**src/rtl/csb_pkg.sv**
```systemverilog
package csb_pkg;

  // What the commit port does with the offered store in the current cycle
  typedef enum logic [1:0] {
    ACT_IDLE  = 2'd0,
    ACT_MERGE = 2'd1,
    ACT_ALLOC = 2'd2
  } st_action_e;

endpackage

```
**src/rtl/csb_first.sv**
```systemverilog
// Lowest-index set bit finder
module csb_first #(
  parameter int N = 4,
  localparam int IW = (N > 1) ? $clog2(N) : 1
) (
  input  logic [N-1:0]  req,
  output logic          found,
  output logic [IW-1:0] idx
);
  always_comb begin
    found = 1'b0;
    idx   = '0;
    for (int i = N - 1; i >= 0; i--) begin
      if (req[i]) begin
        found = 1'b1;
        idx   = IW'(i);
      end
    end
  end
endmodule

```
**src/rtl/csb_lookup.sv**
```systemverilog
// Address comparators shared by the commit and load sides
module csb_lookup #(
  parameter int N   = 4,
  parameter int LAW = 8
) (
  input  logic [N-1:0]          ent_valid,
  input  logic [N-1:0]          ent_closed,
  input  logic [N-1:0][LAW-1:0] ent_line,
  input  logic [LAW-1:0]        st_line,
  input  logic [LAW-1:0]        ld_line,
  output logic [N-1:0]          st_hit_vec,
  output logic [N-1:0]          ld_open_vec,
  output logic [N-1:0]          ld_closed_vec
);
  for (genvar i = 0; i < N; i++) begin : g_cmp
    assign st_hit_vec[i]    = ent_valid[i] && !ent_closed[i] && (ent_line[i] == st_line);
    assign ld_open_vec[i]   = ent_valid[i] && !ent_closed[i] && (ent_line[i] == ld_line);
    assign ld_closed_vec[i] = ent_valid[i] &&  ent_closed[i] && (ent_line[i] == ld_line);
  end
endmodule

```
**src/rtl/csb_forward.sv**
```systemverilog
// Per-byte youngest-value selection for load lookups: an open entry is
// always younger than a closed entry of the same line.
module csb_forward #(
  parameter int N  = 4,
  parameter int LB = 4,
  localparam int DW = LB * 8
) (
  input  logic [N-1:0]         open_vec,
  input  logic [N-1:0]         closed_vec,
  input  logic [N-1:0][LB-1:0] ent_mask,
  input  logic [N-1:0][DW-1:0] ent_data,
  output logic [LB-1:0]        hit_mask,
  output logic [DW-1:0]        hit_data
);
  for (genvar b = 0; b < LB; b++) begin : g_byte
    logic       young_hit, old_hit;
    logic [7:0] young_byte, old_byte;
    always_comb begin
      young_hit  = 1'b0;
      old_hit    = 1'b0;
      young_byte = '0;
      old_byte   = '0;
      for (int i = 0; i < N; i++) begin
        if (open_vec[i] && ent_mask[i][b]) begin
          young_hit  = 1'b1;
          young_byte = young_byte | ent_data[i][b*8 +: 8];
        end
        if (closed_vec[i] && ent_mask[i][b]) begin
          old_hit  = 1'b1;
          old_byte = old_byte | ent_data[i][b*8 +: 8];
        end
      end
    end
    assign hit_mask[b]        = young_hit | old_hit;
    assign hit_data[b*8 +: 8] = young_hit ? young_byte : old_byte;
  end
endmodule

```
**src/rtl/coalescing_store_buffer.sv**
```systemverilog
module coalescing_store_buffer
  import csb_pkg::*;
#(
  parameter int ENTRIES    = 4,
  parameter int LINE_AW    = 8,
  parameter int LINE_BYTES = 4,
  localparam int GID_W = $clog2(ENTRIES),
  localparam int IDX_W = $clog2(ENTRIES),
  localparam int DW    = LINE_BYTES * 8
) (
  input  logic                  clk,
  input  logic                  rst_n,
  input  logic                  st_valid,
  output logic                  st_ready,
  input  logic [LINE_AW-1:0]    st_line,
  input  logic [LINE_BYTES-1:0] st_mask,
  input  logic [DW-1:0]         st_data,
  output logic                  pf_valid,
  output logic [LINE_AW-1:0]    pf_line,
  input  logic [LINE_AW-1:0]    ld_line,
  output logic [LINE_BYTES-1:0] ld_hit_mask,
  output logic [DW-1:0]         ld_data,
  output logic                  drain_valid,
  input  logic                  drain_ready,
  output logic [LINE_AW-1:0]    drain_line,
  output logic [LINE_BYTES-1:0] drain_mask,
  output logic [DW-1:0]         drain_data,
  output logic [GID_W-1:0]      drain_gid,
  output logic                  drain_last
);

  // ---------------- arithmetic helpers ----------------
  // Position of a group in age order, counted from the oldest live group
  function automatic logic [GID_W-1:0] gid_age(input logic [GID_W-1:0] g,
                                               input logic [GID_W-1:0] oldest);
    return g - oldest;
  endfunction

  // Byte-wise overlay of newer data on older data
  function automatic logic [DW-1:0] overlay(input logic [DW-1:0] older,
                                            input logic [DW-1:0] newer,
                                            input logic [LINE_BYTES-1:0] be);
    logic [DW-1:0] r;
    for (int b = 0; b < LINE_BYTES; b++)
      r[b*8 +: 8] = be[b] ? newer[b*8 +: 8] : older[b*8 +: 8];
    return r;
  endfunction

  function automatic int unsigned pop_count(input logic [ENTRIES-1:0] v);
    int unsigned n = 0;
    for (int i = 0; i < ENTRIES; i++) n += int'(v[i]);
    return n;
  endfunction

  // ---------------- entry state ----------------
  logic [ENTRIES-1:0]                 ent_valid;
  logic [ENTRIES-1:0][LINE_AW-1:0]    ent_line;
  logic [ENTRIES-1:0][LINE_BYTES-1:0] ent_mask;
  logic [ENTRIES-1:0][DW-1:0]         ent_data;
  logic [ENTRIES-1:0][GID_W-1:0]      ent_gid;
  logic [GID_W-1:0]                   oldest_gid_q;   // group at the drain side
  logic [GID_W-1:0]                   newest_gid_q;   // most recently issued ID
  logic                               wr_open_q;      // oldest group partly drained
  logic                               pf_valid_q;
  logic [LINE_AW-1:0]                 pf_line_q;

  // ---------------- named internal events ----------------
  logic [ENTRIES-1:0] oldest_vec;
  logic [ENTRIES-1:0] ent_closed;
  logic [ENTRIES-1:0] st_hit_vec;
  logic [ENTRIES-1:0] ld_open_vec, ld_closed_vec;
  logic               st_hit, has_free, drain_fire, st_fire;
  logic [IDX_W-1:0]   hit_idx, free_idx, drain_idx;
  logic [GID_W-1:0]   merge_gid, fresh_gid;
  st_action_e         st_act;

  for (genvar i = 0; i < ENTRIES; i++) begin : g_class
    assign oldest_vec[i] = ent_valid[i] && (ent_gid[i] == oldest_gid_q);
    assign ent_closed[i] = oldest_vec[i] && (wr_open_q || drain_fire);
  end

  csb_lookup #(.N(ENTRIES), .LAW(LINE_AW)) u_lookup (
    .ent_valid    (ent_valid),
    .ent_closed   (ent_closed),
    .ent_line     (ent_line),
    .st_line      (st_line),
    .ld_line      (ld_line),
    .st_hit_vec   (st_hit_vec),
    .ld_open_vec  (ld_open_vec),
    .ld_closed_vec(ld_closed_vec)
  );

  csb_first #(.N(ENTRIES)) u_hit_pick (
    .req(st_hit_vec), .found(st_hit), .idx(hit_idx)
  );

  csb_first #(.N(ENTRIES)) u_free_pick (
    .req(~ent_valid), .found(has_free), .idx(free_idx)
  );

  csb_first #(.N(ENTRIES)) u_drain_pick (
    .req(oldest_vec), .found(drain_valid), .idx(drain_idx)
  );

  csb_forward #(.N(ENTRIES), .LB(LINE_BYTES)) u_forward (
    .open_vec  (ld_open_vec),
    .closed_vec(ld_closed_vec),
    .ent_mask  (ent_mask),
    .ent_data  (ent_data),
    .hit_mask  (ld_hit_mask),
    .hit_data  (ld_data)
  );

  // ---------------- commit side ----------------
  assign st_ready  = st_hit || has_free;
  assign st_fire   = st_valid && st_ready;
  assign merge_gid = ent_gid[hit_idx];
  // A merge takes the lowest ID of the span it fuses, so live IDs stay contiguous
  assign fresh_gid = st_hit ? merge_gid : GID_W'(newest_gid_q + 1'b1);

  always_comb begin
    if (!st_fire)    st_act = ACT_IDLE;
    else if (st_hit) st_act = ACT_MERGE;
    else             st_act = ACT_ALLOC;
  end

  // ---------------- drain side ----------------
  assign drain_fire = drain_valid && drain_ready;
  assign drain_line = ent_line[drain_idx];
  assign drain_mask = ent_mask[drain_idx];
  assign drain_data = ent_data[drain_idx];
  assign drain_gid  = oldest_gid_q;
  assign drain_last = (pop_count(oldest_vec) == 1);

  assign pf_valid = pf_valid_q;
  assign pf_line  = pf_line_q;

  // ---------------- state update ----------------
  for (genvar i = 0; i < ENTRIES; i++) begin : g_ent
    logic freed, merged, alloc, retag;
    assign freed  = drain_fire && (drain_idx == IDX_W'(i));
    assign merged = (st_act == ACT_MERGE) && (hit_idx == IDX_W'(i));
    assign alloc  = (st_act == ACT_ALLOC) && (free_idx == IDX_W'(i));
    assign retag  = (st_act == ACT_MERGE) && ent_valid[i] &&
                    (gid_age(ent_gid[i], oldest_gid_q) >= gid_age(merge_gid, oldest_gid_q));

    always_ff @(posedge clk or negedge rst_n) begin
      if (!rst_n) begin
        ent_valid[i] <= 1'b0;
        ent_line[i]  <= '0;
        ent_mask[i]  <= '0;
        ent_data[i]  <= '0;
        ent_gid[i]   <= '0;
      end else begin
        if (freed) ent_valid[i] <= 1'b0;
        if (merged) begin
          ent_mask[i] <= ent_mask[i] | st_mask;
          ent_data[i] <= overlay(ent_data[i], st_data, st_mask);
        end
        if (retag) ent_gid[i] <= merge_gid;
        if (alloc) begin
          ent_valid[i] <= 1'b1;
          ent_line[i]  <= st_line;
          ent_mask[i]  <= st_mask;
          ent_data[i]  <= overlay('0, st_data, st_mask);
          ent_gid[i]   <= fresh_gid;
        end
      end
    end
  end

  always_ff @(posedge clk or negedge rst_n) begin
    if (!rst_n) begin
      oldest_gid_q <= '0;
      newest_gid_q <= GID_W'(ENTRIES - 1);
      wr_open_q    <= 1'b0;
      pf_valid_q   <= 1'b0;
      pf_line_q    <= '0;
    end else begin
      if (drain_fire) begin
        wr_open_q <= !drain_last;
        if (drain_last) oldest_gid_q <= GID_W'(oldest_gid_q + 1'b1);
      end
      if (st_fire) newest_gid_q <= fresh_gid;
      pf_valid_q <= st_fire;
      if (st_fire) pf_line_q <= st_line;
    end
  end

endmodule

```
**config.mk**
```make
export PLATFORM = sky130hd
export DESIGN_NAME = coalescing_store_buffer
export DESIGN_NICKNAME = d
export VERILOG_FILES = /design/src/rtl/csb_pkg.sv /design/src/rtl/csb_first.sv /design/src/rtl/csb_lookup.sv /design/src/rtl/csb_forward.sv /design/src/rtl/coalescing_store_buffer.sv
export SDC_FILE = /design/constraint.sdc
export NUM_CORES = 1
export LEC_CHECK = 0
export BUFFER_PORTS_ARGS = -buffer_cell sky130_fd_sc_hd__buf_2
export CAP_MARGIN = 10
export CORE_UTILIZATION = 35
export CTS_CLUSTER_DIAMETER = 80
export DETAILED_ROUTE_END_ITERATION = 12
export PLACE_DENSITY = 0.51
export SYNTH_ARGS = -nofsm -noshare
export SYNTH_HDL_FRONTEND = slang
export SYNTH_SLANG_ARGS = --single-unit
```
**constraint.sdc**
```tcl
create_clock -name clk -period 5.1 [get_ports clk]
set_input_delay 0.255 -clock clk [delete_from_list [all_inputs] [get_ports clk]]
set_output_delay 0.255 -clock clk [all_outputs]
set_load 0.01 [all_outputs]
```
==> results of run 1 <==
## metrics by stage
stage,cell area [um2],total power (uW),worst slack [ns],utilization [%]
after floorplan,11900,5720,1.50,-
after global placement,13000,7450,1.07,38.8
after detailed placement,13000,7490,1.02,38.8
after CTS,14000,9450,0.833,41.9
after global routing,14000,10000,0.599,41.9
final,14000,9430,0.729,41.9
## power by group through the flow
stage | clock network, uW | logic (uW) | registers (uW)
floorplan | 0 | 2890 | 2840
global placement | 0 | 4370 | 3090
detailed placement | 0 | 4400 | 3090
CTS | 1950 | 4430 | 3070
global route | 2020 | 4790 | 3200
finish | 1920 | 4420 | 3100
## critical path: stages (launching register included)
cell     delay [ns]
dfrtp_1        0.71
xnor2_2        0.21
nand3_1        0.31
nor3_1         0.97
and2_1         0.52
a22oi_1        0.16
and3_1         0.21
a31oi_1        0.29
buf_2          0.20
## cell usage after synthesis, types with 17 or more instances
cell      count  area, um2
dfrtp_1     200       5000
a22oi_1     172       1290
nand2_1     130        488
a22o_1      129       1130
o21ai_0      55        275
clkbuf_1     50        188
mux2i_1      46        460
xor2_1       44        385
and2_1       43        269
and3_1       37        231
a31oi_1      32        200
xnor2_1      32        280
a21oi_1      28        140
buf_2        27        135
a21o_1       17        128
nor4_1       17        106
## per-layer routing
metal	GRT usage, %	share of wire [%]
met2	39.8	47
met5	0	0.061
met1	33.7	43
met3	4.48	7.4
met4	8.01	2.8
## worst min-delay path by stage
stage	start	end	cells after the start
2_1_floorplan	rst_n	drain_gid[0]	0
3_3_place_gp	rst_n	ent_data[7]	1
3_5_place_dp	rst_n	ent_data[7]	1
4_1_cts	st_data[30]	ent_data[126]	2
5_1_grt	st_data[24]	ent_data[24]	2
6_report	st_data[4]	ent_data[4]	2
## cell families (layout without fill, tap and decap cells)
group                      after synthesis  count (layout)
other                                    0               2
and+or+nand+nor                        307             307
muxes                                   55              55
buffers and inverters                  107             237
xor gates and xnor gates                79              79
adders and majority gates               15              15
DFF                                    202             202
AOI/OAI and AO/OA                      456             456
## cell type report
| class | count | share of cell area, % |
|---|---|---|
| clock buffers | 32 | 5.07 |
| well taps | 448 | 3.99 |
| flip-flops and latches | 202 | 36.0 |
| multi-input cells | 912 | 46.0 |
| diodes | 2 | 0.0356 |
| inverters | 15 | 0.401 |
| clock inverters | 12 | 1.21 |
| repair buffers | 178 | 7.26 |
## registers in the layout (all words and copies together), names as in the netlist
signal,count
ent_gid,8
newest_gid_q,2
pf_valid,1
ent_mask,16
ent_line,32
ent_data,128
wr_open_q,1
ent_valid,4
pf_line,8
drain_gid,2
## timing repair
item	in CTS	in global routing
endpoints found under the setup margin	0	0
hold buffers	14	0
endpoints found under the hold margin	134	0
==> flow_summary.rst, run 1 <==
.. list-table::
   :header-rows: 1

   * - Metric
     - Value
   * - Setup Buffers After CTS
     - 0
   * - Total area of sequential cells
     - ~5100 um2
   * - Post-synthesis mux area share
     - between 4 and 5%
   * - Final setup vio count
     - 0
   * - Number of H-tree levels
     - 1
   * - Antenna Violating Nets Remaining
     - 0
   * - Num Clock Sinks
     - between 200 and 250
   * - Sequential element share of the synthesized area
     - around 42%
   * - Max transition margin
     - between 20% and 30%
   * - Critical register-to-register path endpoint
     - ent_gid[6]
   * - Clock-pin slew on the worst setup and hold paths
     - around 0.060 ns
   * - Slew @ Worst Pin
     - ~1.2 ns
   * - Clk buf depth
     - 3
   * - Setup repair after global routing missed its margin
     - no
   * - Per-cell via count in the routed design
     - around 6
   * - Part of the total power dissipated in sequential elements
     - between 30% and 40%
   * - Achievable clock frequency
     - 229 MHz
   * - Data required time of the critical path
     - just under 5 ns
   * - Post-synthesis share of cell area spent on full adders, half adders and majority gates
     - under 10%
   * - Unique masters post-synth
     - between 60 and 70
   * - Synthesized Nets
     - between 1k and 1.5k
   * - Global router's overall resource usage
     - between 20% and 30%
   * - Number of fillers in the final layout
     - 3330
   * - Synthesized-area fraction occupied by xor and xnor cells
     - about 6.0%
   * - #FFs+latches synth
     - roughly 200
   * - Final critical delay including setup and external delays
     - roughly 4.4 ns
   * - Critical path launch point type
     - flip-flop
   * - Final HPWL DP
     - approximately 28000 um
   * - Setup TNS
     - 0 ns
   * - Synth-to-layout area growth
     - 17.7%
   * - Pin count of the biggest net entering global routing
     - between 100 and 150
   * - Leakage component of the power
     - around 0.0066 uW
   * - Proportion of register bits with asynchronous set or reset after synthesis
     - 100%
   * - Library cell used as clock root buffer
     - clkbuf_16
   * - Initial standard-cell utilization of the core
     - 35.6%
   * - Number of maximum-capacitance constraint violations
     - 0
   * - Classification of the worst setup path
     - reg2out
   * - Aggregate routed wire length
     - 44000 um
   * - Clock tree skew after final layout
     - about 0.012 ns
   * - Worst R2R Path Depth
     - 11
   * - Final critical-path share of the clock period
     - 85.7%
   * - Max-slew violation count
     - 0
   * - Inserted Clock Buffers
     - 25
   * - Hold violation total from the final report
     - 0
   * - Die Width
     - roughly 190 um
   * - Most frequent cells in the layout
     - dfrtp_1, a22oi_1, buf_2
   * - Largest family of logic cells by synthesized area
     - compound AO/OA/AOI/OAI gates
   * - Die Y-Extent
     - 187 um
   * - Remaining routing DRC violations
     - 0
   * - Number of enable-type register cells in the synthesized netlist
     - 0
   * - Floorplan die area
     - ~35000 um2
   * - Avg Synthesized Cell Area
     - between 9 and 10 um2
   * - Row cnt
     - 67
   * - Total overflow reported by the global router
     - 0
   * - Setup crit end kind
     - output pin
   * - Post-Place Cells
     - 1741
   * - Gpl congestion
     - 0.839
   * - Internal cell power
     - 5230 uW
   * - IO Pins
     - 150
   * - Summed instance area of the synthesized netlist
     - between 10000 and 15000 um2
   * - Beginning of the worst register-to-register path
     - drain_gid[1]
   * - Count of cells resized by post-cts repair
     - 0
   * - Length of the first detailed-routing pass in iterations
     - 5
   * - Number of instances in the synthesized netlist
     - ~1.2k
   * - HP Class
     - in2reg
   * - Core Box Area
     - between 30000 and 40000 um2
   * - Crit-path max FO
     - 9
   * - Power Density
     - around 670 nW/um2
   * - Crit. Startpoint
     - drain_gid[1]
   * - Combinational cell fraction of total power
     - a little under half
   * - Multi-input combinational cell area
     - 6460 um2
   * - Number of DRC markers in iteration 0
     - about 1.1k
   * - Number of buffer cells added on primary ports
     - between 100 and 150
   * - Global-route wire length before repair
     - 67300 um
   * - P_sw
     - approximately 4200 uW
   * - IR drop worst, VDD
     - ~500 uV
   * - Number of global-route vias before repair
     - 10.9k
   * - Switching portion of total power
     - between 40% and 50%
   * - Post-route insts no fill
     - 1801
   * - Wirelength per Cell
     - 24.4 um
   * - Register-to-Register Setup Slack
     - 0.97 ns
   * - Layout cell share with drive strength beyond 1
     - 17.8%
   * - Hold Slack
     - around 0.013 ns
   * - Number of warning messages in the yosys log
     - 0
   * - Clock latency of the later-clocked register in the worst-skew pair
     - roughly 0.53 ns
   * - CTS tree
     - done
   * - Data arrival at the endpoint of the critical path
     - between 4 and 5 ns
   * - Leading cell type in the layout, fill and taps excluded
     - dfrtp_1
   * - Final #Nets
     - 1402
   * - Post-synthesis compound-gate area fraction
     - 28.1%
   * - Simple logic cell fraction of the synthesized area
     - between 10% and 20%
   * - Number of antenna violations at the first check in global routing
     - 4
   * - End point of the critical path
     - ld_data[11]
   * - Result of the run
     - finished, final reports clean
   * - Share of power burned in the clock network
     - about a fifth
   * - Commonest register cell after synthesis
     - dfrtp_1
   * - Via count of the routed design
     - approximately 11k
(Power assumes the default switching activity.)
==> run 2: changes to the inputs <==
==> constraint.sdc (replaced) <==
create_clock -name clk -period 5.5 [get_ports clk]
set_input_delay 0.275 -clock clk [delete_from_list [all_inputs] [get_ports clk]]
set_output_delay 0.275 -clock clk [all_outputs]
set_load 0.01 [all_outputs]
==> run 2 against run 1 <==
Net effect: critical path depth unchanged; sequential power decreased by 7.4%; die area did not move; sequential cell count unchanged; critical path type unchanged; largest power group unchanged; highest routed layer unchanged.
==> flow_summary.rst, run 2 (synthesis results as in run 1) <==
.. list-table::
   :header-rows: 1

   * - Metric
     - Value
   * - Result of the run
     - finished, final reports clean (unchanged)
   * - Length of the first detailed-routing pass in iterations
     - 5 (unchanged)
   * - Via count of the routed design
     - 10.9k (about the same)
   * - Uppermost metal layer occupied by signal nets
     - met5 (unchanged)
   * - Setup TNS
     - 0 ns (unchanged)
   * - WL met2
     - 20100 um (was 20500 um)
   * - Largest regs
     - ent_data (128), ent_line (32), ent_mask (16) (unchanged)
   * - Number of fillers in the final layout
     - 3337 (was 3330)
   * - Setup repair after global routing missed its margin
     - no (unchanged)
   * - Final critical-path share of the clock period
     - around four fifths
   * - Gpl congestion
     - 0.836 (was 0.839)
   * - Die Y-Extent
     - 187 um (unchanged)
   * - Final HPWL DP
     - 28400 um (about the same)
   * - Global-route wire length before repair
     - 66800 um (was 67300 um)
   * - Pin count of the biggest net entering global routing
     - 111 (was 112)
   * - Flip-flop count of the largest register after layout
     - 128 (unchanged)
   * - Beginning of the worst register-to-register path
     - drain_gid[0] (was drain_gid[1])
   * - Synth-to-layout area growth
     - 16.1% (was 17.7%)
   * - Data arrival at the endpoint of the critical path
     - 4.16 ns (was 4.12 ns)
   * - End point of the critical path
     - ld_data[11] (unchanged)
   * - Total overflow reported by the global router
     - 0 (unchanged)
   * - Die Width
     - 187 um (unchanged)
   * - Number of logic stages on the critical path including buffering
     - 8 (unchanged)
   * - Slowest library cell on the worst path
     - nor3_1 (unchanged)
   * - Classification of the worst setup path
     - reg2out (unchanged)
   * - Floorplan die area
     - 34800 um2 (unchanged)
   * - Wirelength per Cell
     - 24.5 um (was 24.4 um)
   * - Routed length on met3
     - 3120 um (was 3270 um)
   * - Top reg by flops
     - ent_data (unchanged)
   * - Critical register-to-register path endpoint
     - ent_gid[6] (unchanged)
   * - Number of DRC markers in iteration 0
     - 888 (was 1079)
   * - Antenna Violating Nets Remaining
     - 0 (unchanged)
   * - Clk buf depth
     - 3 (unchanged)
   * - Number of global-route vias before repair
     - 10.8k (was 10.9k)
   * - Clock latency of the later-clocked register in the worst-skew pair
     - 0.54 ns (was 0.53 ns)
   * - Leakage component of the power
     - 0.00651 uW (was 0.00661 uW)
   * - Crit-path max FO
     - 9 (unchanged)
   * - Register-to-Register Setup Slack
     - 1.25 ns (was 0.97 ns)
   * - Critical path cell sequence
     - xnor2_2, nand3_1, nor3_1, and2_1, a22oi_1, and3_1, a31oi_1, buf_2 (unchanged)
   * - Num Clock Sinks
     - 202 (unchanged)
   * - Most frequent cells in the layout
     - dfrtp_1, a22oi_1, buf_2 (unchanged)
   * - Global router's overall resource usage
     - 24.6% (was 24.8%)
   * - Leading cell type in the layout, fill and taps excluded
     - dfrtp_1 (unchanged)
   * - Number of H-tree levels
     - 1 (unchanged)
   * - Layout cell share with drive strength beyond 1
     - 17.4% (was 17.8%)
   * - Crit. Startpoint
     - drain_gid[1] (unchanged)
   * - Critical path launch point type
     - flip-flop (unchanged)
   * - Library cell used as clock root buffer
     - clkbuf_16 (unchanged)
   * - HP Class
     - in2reg (unchanged)
   * - Setup crit end kind
     - output pin (unchanged)
   * - Core Box Area
     - 33500 um2 (unchanged)
   * - IO Pins
     - 150 (unchanged)
   * - Combined buffer and inverter count along the critical path
     - 1 (unchanged)
   * - Clock tree skew after final layout
     - 0.0115 ns (was 0.0119 ns)
   * - Number of buffer cells added on primary ports
     - 149 (unchanged)
   * - Clock-pin slew on the worst setup and hold paths
     - 0.06 ns (about the same)
   * - Power Density
     - 622 nW/um2 (was 672 nW/um2)
   * - Row cnt
     - 67 (unchanged)
   * - Initial standard-cell utilization of the core
     - 35.6% (unchanged)
   * - Worst R2R Path Depth
     - 12 (was 11)
   * - Tot Pwr
     - 8620 uW (was 9430 uW)
   * - Final #Nets
     - 1387 (was 1402)
   * - Hold violation total from the final report
     - 0 (unchanged)
   * - Max transition margin
     - 26.0% (was 23.2%)
   * - CTS tree
     - done (unchanged)
   * - Aggregate routed wire length
     - 43800 um (was 44000 um)
   * - Number of antenna violations at the first check in global routing
     - 5 (was 4)
   * - Final critical delay including setup and external delays
     - approximately 4.4 ns
   * - Critical path's top delay family
     - simple AND/OR/NAND/NOR gates (unchanged)
   * - Wire length on met1
     - 19400 um (was 19000 um)
   * - Remaining routing DRC violations
     - 0 (unchanged)
   * - Final setup vio count
     - 0 (unchanged)
   * - Number of maximum-capacitance constraint violations
     - 0 (unchanged)
   * - Slowest stage delay, CP
     - 0.98 ns (was 0.97 ns)
   * - Achievable clock frequency
     - ~230 MHz
   * - Per-cell via count in the routed design
     - 6.08 (was 6.07)
   * - Data required time of the critical path
     - 5.22 ns (was 4.85 ns)
   * - Slew @ Worst Pin
     - 1.11 ns (was 1.15 ns)
   * - Inserted Clock Buffers
     - 26 (was 25)
   * - IR drop worst, VDD
     - 391 uV (was 496 uV)
   * - Max-slew violation count
     - 0 (unchanged)
run 2: changes by cell type in the layout (fill, tap and decap cells not counted), sizes merged:
cell         previous run  this run
buf                   163       160
bufinv                  4         1
clkbuf                 33        42
clkinv                  7         4
diode                   2         3
dlygate4sd3            14         1
inv                    16        15
run 2: area by class of cell:
type | instances | area, um2 | area share [%]
diodes | 3 | 7.51 | 0.0542
clock buffers | 41 | 788 | 5.69
clock inverters | 5 | 53.8 | 0.388
inverters | 15 | 56.3 | 0.406
multi-input cells | 912 | 6460 | 46.6
flip-flops and latches | 202 | 5060 | 36.5
well taps | 448 | 561 | 4.05
repair buffers | 162 | 867 | 6.26
run 2: report_power, final:
group          total [uW]  internal (uW)  switching, uW
clock network        1690           1020            666
logic                4050           1640           2420
registers            2870           2100            772
total                8620           4760           3850
run 2: through the flow:
step / setup WS [ns] / instance area [um2] / instances / hold WS [ns] / utilization (%)
after floorplan: 1.90 / 11900 / 1221 / -0.0206 / -
after global placement: 1.43 / 13000 / 1738 / 0.424 / 38.7
after detailed placement: 1.35 / 13000 / 1738 / 0.423 / 38.7
after CTS: 1.23 / 13800 / 1785 / 0.00226 / 41.3
after global routing: 0.869 / 13800 / 1786 / 0.0128 / 41.3
final: 1.07 / 13900 / 1788 / 0.0130 / 41.3
run 2: how the worst min path moves through the flow:
stage                            from  depth (start not counted)            to
final                     st_data[22]                          2  ent_data[22]
after global routing      st_data[26]                          2  ent_data[90]
after CTS                 st_data[22]                          2  ent_data[22]
after detailed placement        rst_n                          1   ent_data[7]
after global placement          rst_n                          1   ent_data[7]
after floorplan                 rst_n                          0  drain_gid[0]
run 2: routing by layer:
layer	GRT usage, %	vias to the layer above
met2	39.0	475
met4	6.84	4
met3	4.87	81
met1	34.0	5467
li1	-	4839
met5	0	-
run 2: timing repair:
action	in CTS	in global routing
resized for setup	0	0
setup buffers	0	0
hold endpoints to repair	90	0
hold buffers	1	0
run 2: worst register-to-register path, cell delays in order (launching register included):
cell     delay (ns)
dfrtp_1        0.50
ha_1           0.39
o21ai_0        0.09
o21ai_1        0.13
nor3_1         0.43
o31ai_1        0.21
a21oi_1        0.51
ha_1           0.31
xor2_1         0.40
xnor2_1        0.23
maj3_2         0.35
or3b_1         0.38
a31o_1         0.22
==> run 3: changes to the inputs <==
--- a/config.mk
+++ b/config.mk
@@ -10,7 +10,7 @@
 export CORE_UTILIZATION = 35
 export CTS_CLUSTER_DIAMETER = 80
 export DETAILED_ROUTE_END_ITERATION = 12
-export PLACE_DENSITY = 0.51
+export PLACE_DENSITY = 0.53
 export SYNTH_ARGS = -nofsm -noshare
 export SYNTH_HDL_FRONTEND = slang
 export SYNTH_SLANG_ARGS = --single-unit
==> constraint.sdc (replaced) <==
create_clock -name clk -period 3.6 [get_ports clk]
set_input_delay 0.18 -clock clk [delete_from_list [all_inputs] [get_ports clk]]
set_output_delay 0.18 -clock clk [all_outputs]
set_load 0.01 [all_outputs]
==> run 3 against run 2 <==
Net effect: clock skew up 0.0038 ns; design area up 8.3%; total power up 62%; combinational power up 74%; non-clock buffer count up 100; critical endpoint is now ld_data[14]; via count up 3.8%; setup slack worse by 0.99 ns; utilization up 3.4 points; first-iteration DRC count up 6.5%; sequential cell count unchanged; sequential share of layout area down 2.8 points.
==> flow_summary.rst, run 3 (synthesis results as in run 1) <==
.. list-table::
   :header-rows: 1

   * - Metric
     - Value
   * - Post-Place Cells
     - 1797 (was 1738)
   * - Antenna Violating Nets Remaining
     - 0 (unchanged)
   * - Clock-pin slew on the worst setup and hold paths
     - 0.06 ns (about the same)
   * - Final critical delay including setup and external delays
     - between 3 and 4 ns
   * - Post-layout instance area
     - 15000 um2 (was 13900 um2)
   * - Aggregate routed wire length
     - 44000 um (was 43800 um)
   * - Final HPWL DP
     - 29300 um (was 28400 um)
   * - Number of H-tree levels
     - 1 (unchanged)
   * - Final setup vio count
     - 0 (unchanged)
   * - Post-route insts no fill
     - 1884 (was 1788)
   * - Classification of the worst setup path
     - reg2out (unchanged)
   * - Setup crit end kind
     - output pin (unchanged)
   * - Global router's overall resource usage
     - 24.7% (was 24.6%)
   * - Floorplan die area
     - 34800 um2 (unchanged)
   * - Number of antenna violations at the first check in global routing
     - 1 (was 5)
   * - Row cnt
     - 67 (unchanged)
   * - Most frequent cells in the layout
     - dfrtp_1, a22oi_1, buf_2 (unchanged)
   * - Clock tree skew after final layout
     - 0.0152 ns (was 0.0115 ns)
   * - Wirelength per Cell
     - 23.4 um (was 24.5 um)
   * - Max-slew violation count
     - 0 (unchanged)
   * - IR drop worst, VDD
     - 535 uV (was 391 uV)
   * - Via count of the routed design
     - 11.3k (was 10.9k)
   * - Power Density
     - 931 nW/um2 (was 622 nW/um2)
   * - Inserted Clock Buffers
     - 25 (was 26)
   * - Gpl congestion
     - 0.892 (was 0.836)
   * - Clk buf depth
     - 3 (unchanged)
   * - Total overflow reported by the global router
     - 0 (unchanged)
   * - Leading cell type in the layout, fill and taps excluded
     - dfrtp_1 (unchanged)
   * - Result of the run
     - finished, final reports clean (unchanged)
   * - Number of fillers in the final layout
     - 3266 (was 3337)
   * - Flip-flop count of the largest register after layout
     - 128 (unchanged)
   * - Hold violation total from the final report
     - 0 (unchanged)
   * - Internal cell power
     - 7800 uW (was 4760 uW)
   * - Number of diodes
     - 0 (was 3)
   * - Slew @ Worst Pin
     - 1.05 ns (was 1.11 ns)
   * - Max transition margin
     - 29.7% (was 26.0%)
   * - Total area of sequential cells
     - 5060 um2 (about the same)
   * - Remaining routing DRC violations
     - 0 (unchanged)
   * - Largest regs
     - ent_data (128), ent_line (32), ent_mask (16) (unchanged)
   * - HP Class
     - in2reg (unchanged)
   * - Num Clock Sinks
     - 202 (unchanged)
   * - Leakage component of the power
     - 0.00701 uW (was 0.00651 uW)
   * - Final critical-path share of the clock period
     - a little over nine tenths
   * - Crit-path max FO
     - 8 (was 9)
   * - Share of power burned in the clock network
     - 18.5% (was 19.6%)
   * - Part of the total power dissipated in sequential elements
     - 31.0% (was 33.4%)
   * - Multi-input combinational cell area
     - 6760 um2 (was 6460 um2)
   * - Number of DRC markers in iteration 0
     - 946 (was 888)
   * - Library cell used as clock root buffer
     - clkbuf_16 (unchanged)
   * - Top reg by flops
     - ent_data (unchanged)
   * - Die Y-Extent
     - 187 um (unchanged)
   * - CTS tree
     - done (unchanged)
   * - Global-route wire length before repair
     - 67800 um (was 66800 um)
   * - Clock latency of the later-clocked register in the worst-skew pair
     - 0.53 ns (was 0.54 ns)
   * - P_sw
     - 6170 uW (was 3850 uW)
   * - Die Width
     - 187 um (unchanged)
   * - Hold Slack
     - 0.0745 ns (was 0.0130 ns)
   * - Pin count of the biggest net entering global routing
     - 85 (was 111)
   * - Data arrival at the endpoint of the critical path
     - 3.34 ns (was 4.16 ns)
   * - Final #Nets
     - 1487 (was 1387)
   * - Core Box Area
     - 33500 um2 (unchanged)
   * - Per-cell via count in the routed design
     - 5.99 (was 6.08)
   * - Synth-to-layout area growth
     - 25.7% (was 16.1%)
   * - Number of global-route vias before repair
     - 11.4k (was 10.8k)
   * - Number of buffer cells added on primary ports
     - 149 (unchanged)
   * - Length of the first detailed-routing pass in iterations
     - 6 (was 5)
   * - Number of maximum-capacitance constraint violations
     - 0 (unchanged)
   * - Switching portion of total power
     - 44.2% (was 44.7%)
   * - Combinational cell fraction of total power
     - 50.5% (was 47.1%)
   * - Critical path launch point type
     - flip-flop (unchanged)
   * - IO Pins
     - 150 (unchanged)
   * - Layout cell share with drive strength beyond 1
     - 24.6% (was 17.4%)
   * - Achievable clock frequency
     - about 280 MHz
   * - Initial standard-cell utilization of the core
     - 35.6% (unchanged)
   * - Placed Area
     - 13400 um2 (was 13000 um2)
   * - Data required time of the critical path
     - 3.42 ns (was 5.22 ns)
==> run 3: changes by cell type in the layout (fill, tap and decap cells not counted), sizes merged, moves of 2 or more <==
cell         delta
buf            +60
dlygate4sd3    +40
clkbuf          -8
diode           -3
bufinv          +2
clkinvlp        +2
==> run 3: per-layer routing <==
metal | part of all wire, % | vias to the layer above | track usage (%) | routed length [um]
li1 | - | 5031 | - | -
met1 | 44 | 5606 | 33.7 | 19200
met2 | 46 | 540 | 39.5 | 20400
met3 | 7.5 | 97 | 4.57 | 3290
met4 | 2.5 | 2 | 7.88 | 1120
met5 | 0.039 | - | 0 | 17
==> run 3: area by class of cell <==
type | count | share of cell area (%)
timing repair buffer | 262 | 11.5
clock inverter | 11 | 0.926
inverter | 15 | 0.375
tap | 448 | 3.74
clock buffer | 33 | 4.70
multi-input combinational | 913 | 45.1
sequential | 202 | 33.7
==> run 3: per-stage QoR <==
step / util [%] / setup WS [ns] / TNS (ns) / total power, uW
floorplan: - / 0.000478 / 0 / 8110
global placement: 40.0 / 0.0962 / 0 / 10900
detailed placement: 40.0 / 0.0619 / 0 / 10900
CTS: 44.0 / 0.00435 / 0 / 13700
global route: 44.7 / -0.0109 / -0.0159 / 14800
finish: 44.7 / 0.0793 / 0 / 14000
==> run 3: worst paths after layout <==
kind                                  from               to  cells after the start  slack (ns)
hold / removal                 drain_ready     ent_valid[0]                      3        0.07
setup reg to reg              drain_gid[0]       ent_gid[6]                     13        0.10
hold reg to reg            newest_gid_q[1]  newest_gid_q[1]                      2        0.49
min in group asynchronous            rst_n      ent_data[7]                      2        0.26
max in group asynchronous            rst_n     ent_data[81]                      3        2.37
setup / recovery              drain_gid[0]      ld_data[14]                     10        0.08
==> run 3: power by group through the flow <==
stage | Clock (uW) | Combinational (uW) | Sequential (uW)
2_1_floorplan | 0 | 4090 | 4020
3_3_place_gp | 0 | 6580 | 4300
3_5_place_dp | 0 | 6630 | 4310
4_1_cts | 2640 | 6820 | 4290
5_1_grt | 2740 | 7620 | 4460
6_report | 2590 | 7050 | 4330
==> run 3: critical path: stages, from the launching register on <==
cell     delay (ns)
dfrtp_2        0.51
ha_4           0.31
o21a_1         0.11
a21bo_1        0.16
nor2_2         0.08
buf_4          0.15
and2_1         0.23
buf_4          0.19
or4_4          0.59
a31oi_1        0.29
buf_2          0.20
==> run 3: timing repair <==
| item | 4_1_cts | 5_1_grt |
|---|---|---|
| gates cloned | 1 | 0 |
| gates resized for setup | 16 | 56 |
| hold buffers | 41 | 0 |
| endpoints found under the hold margin | 237 | 0 |
| endpoints found under the setup margin | 62 | 45 |
| pin swaps | 2 | 9 |
| setup buffers | 0 | 1 |
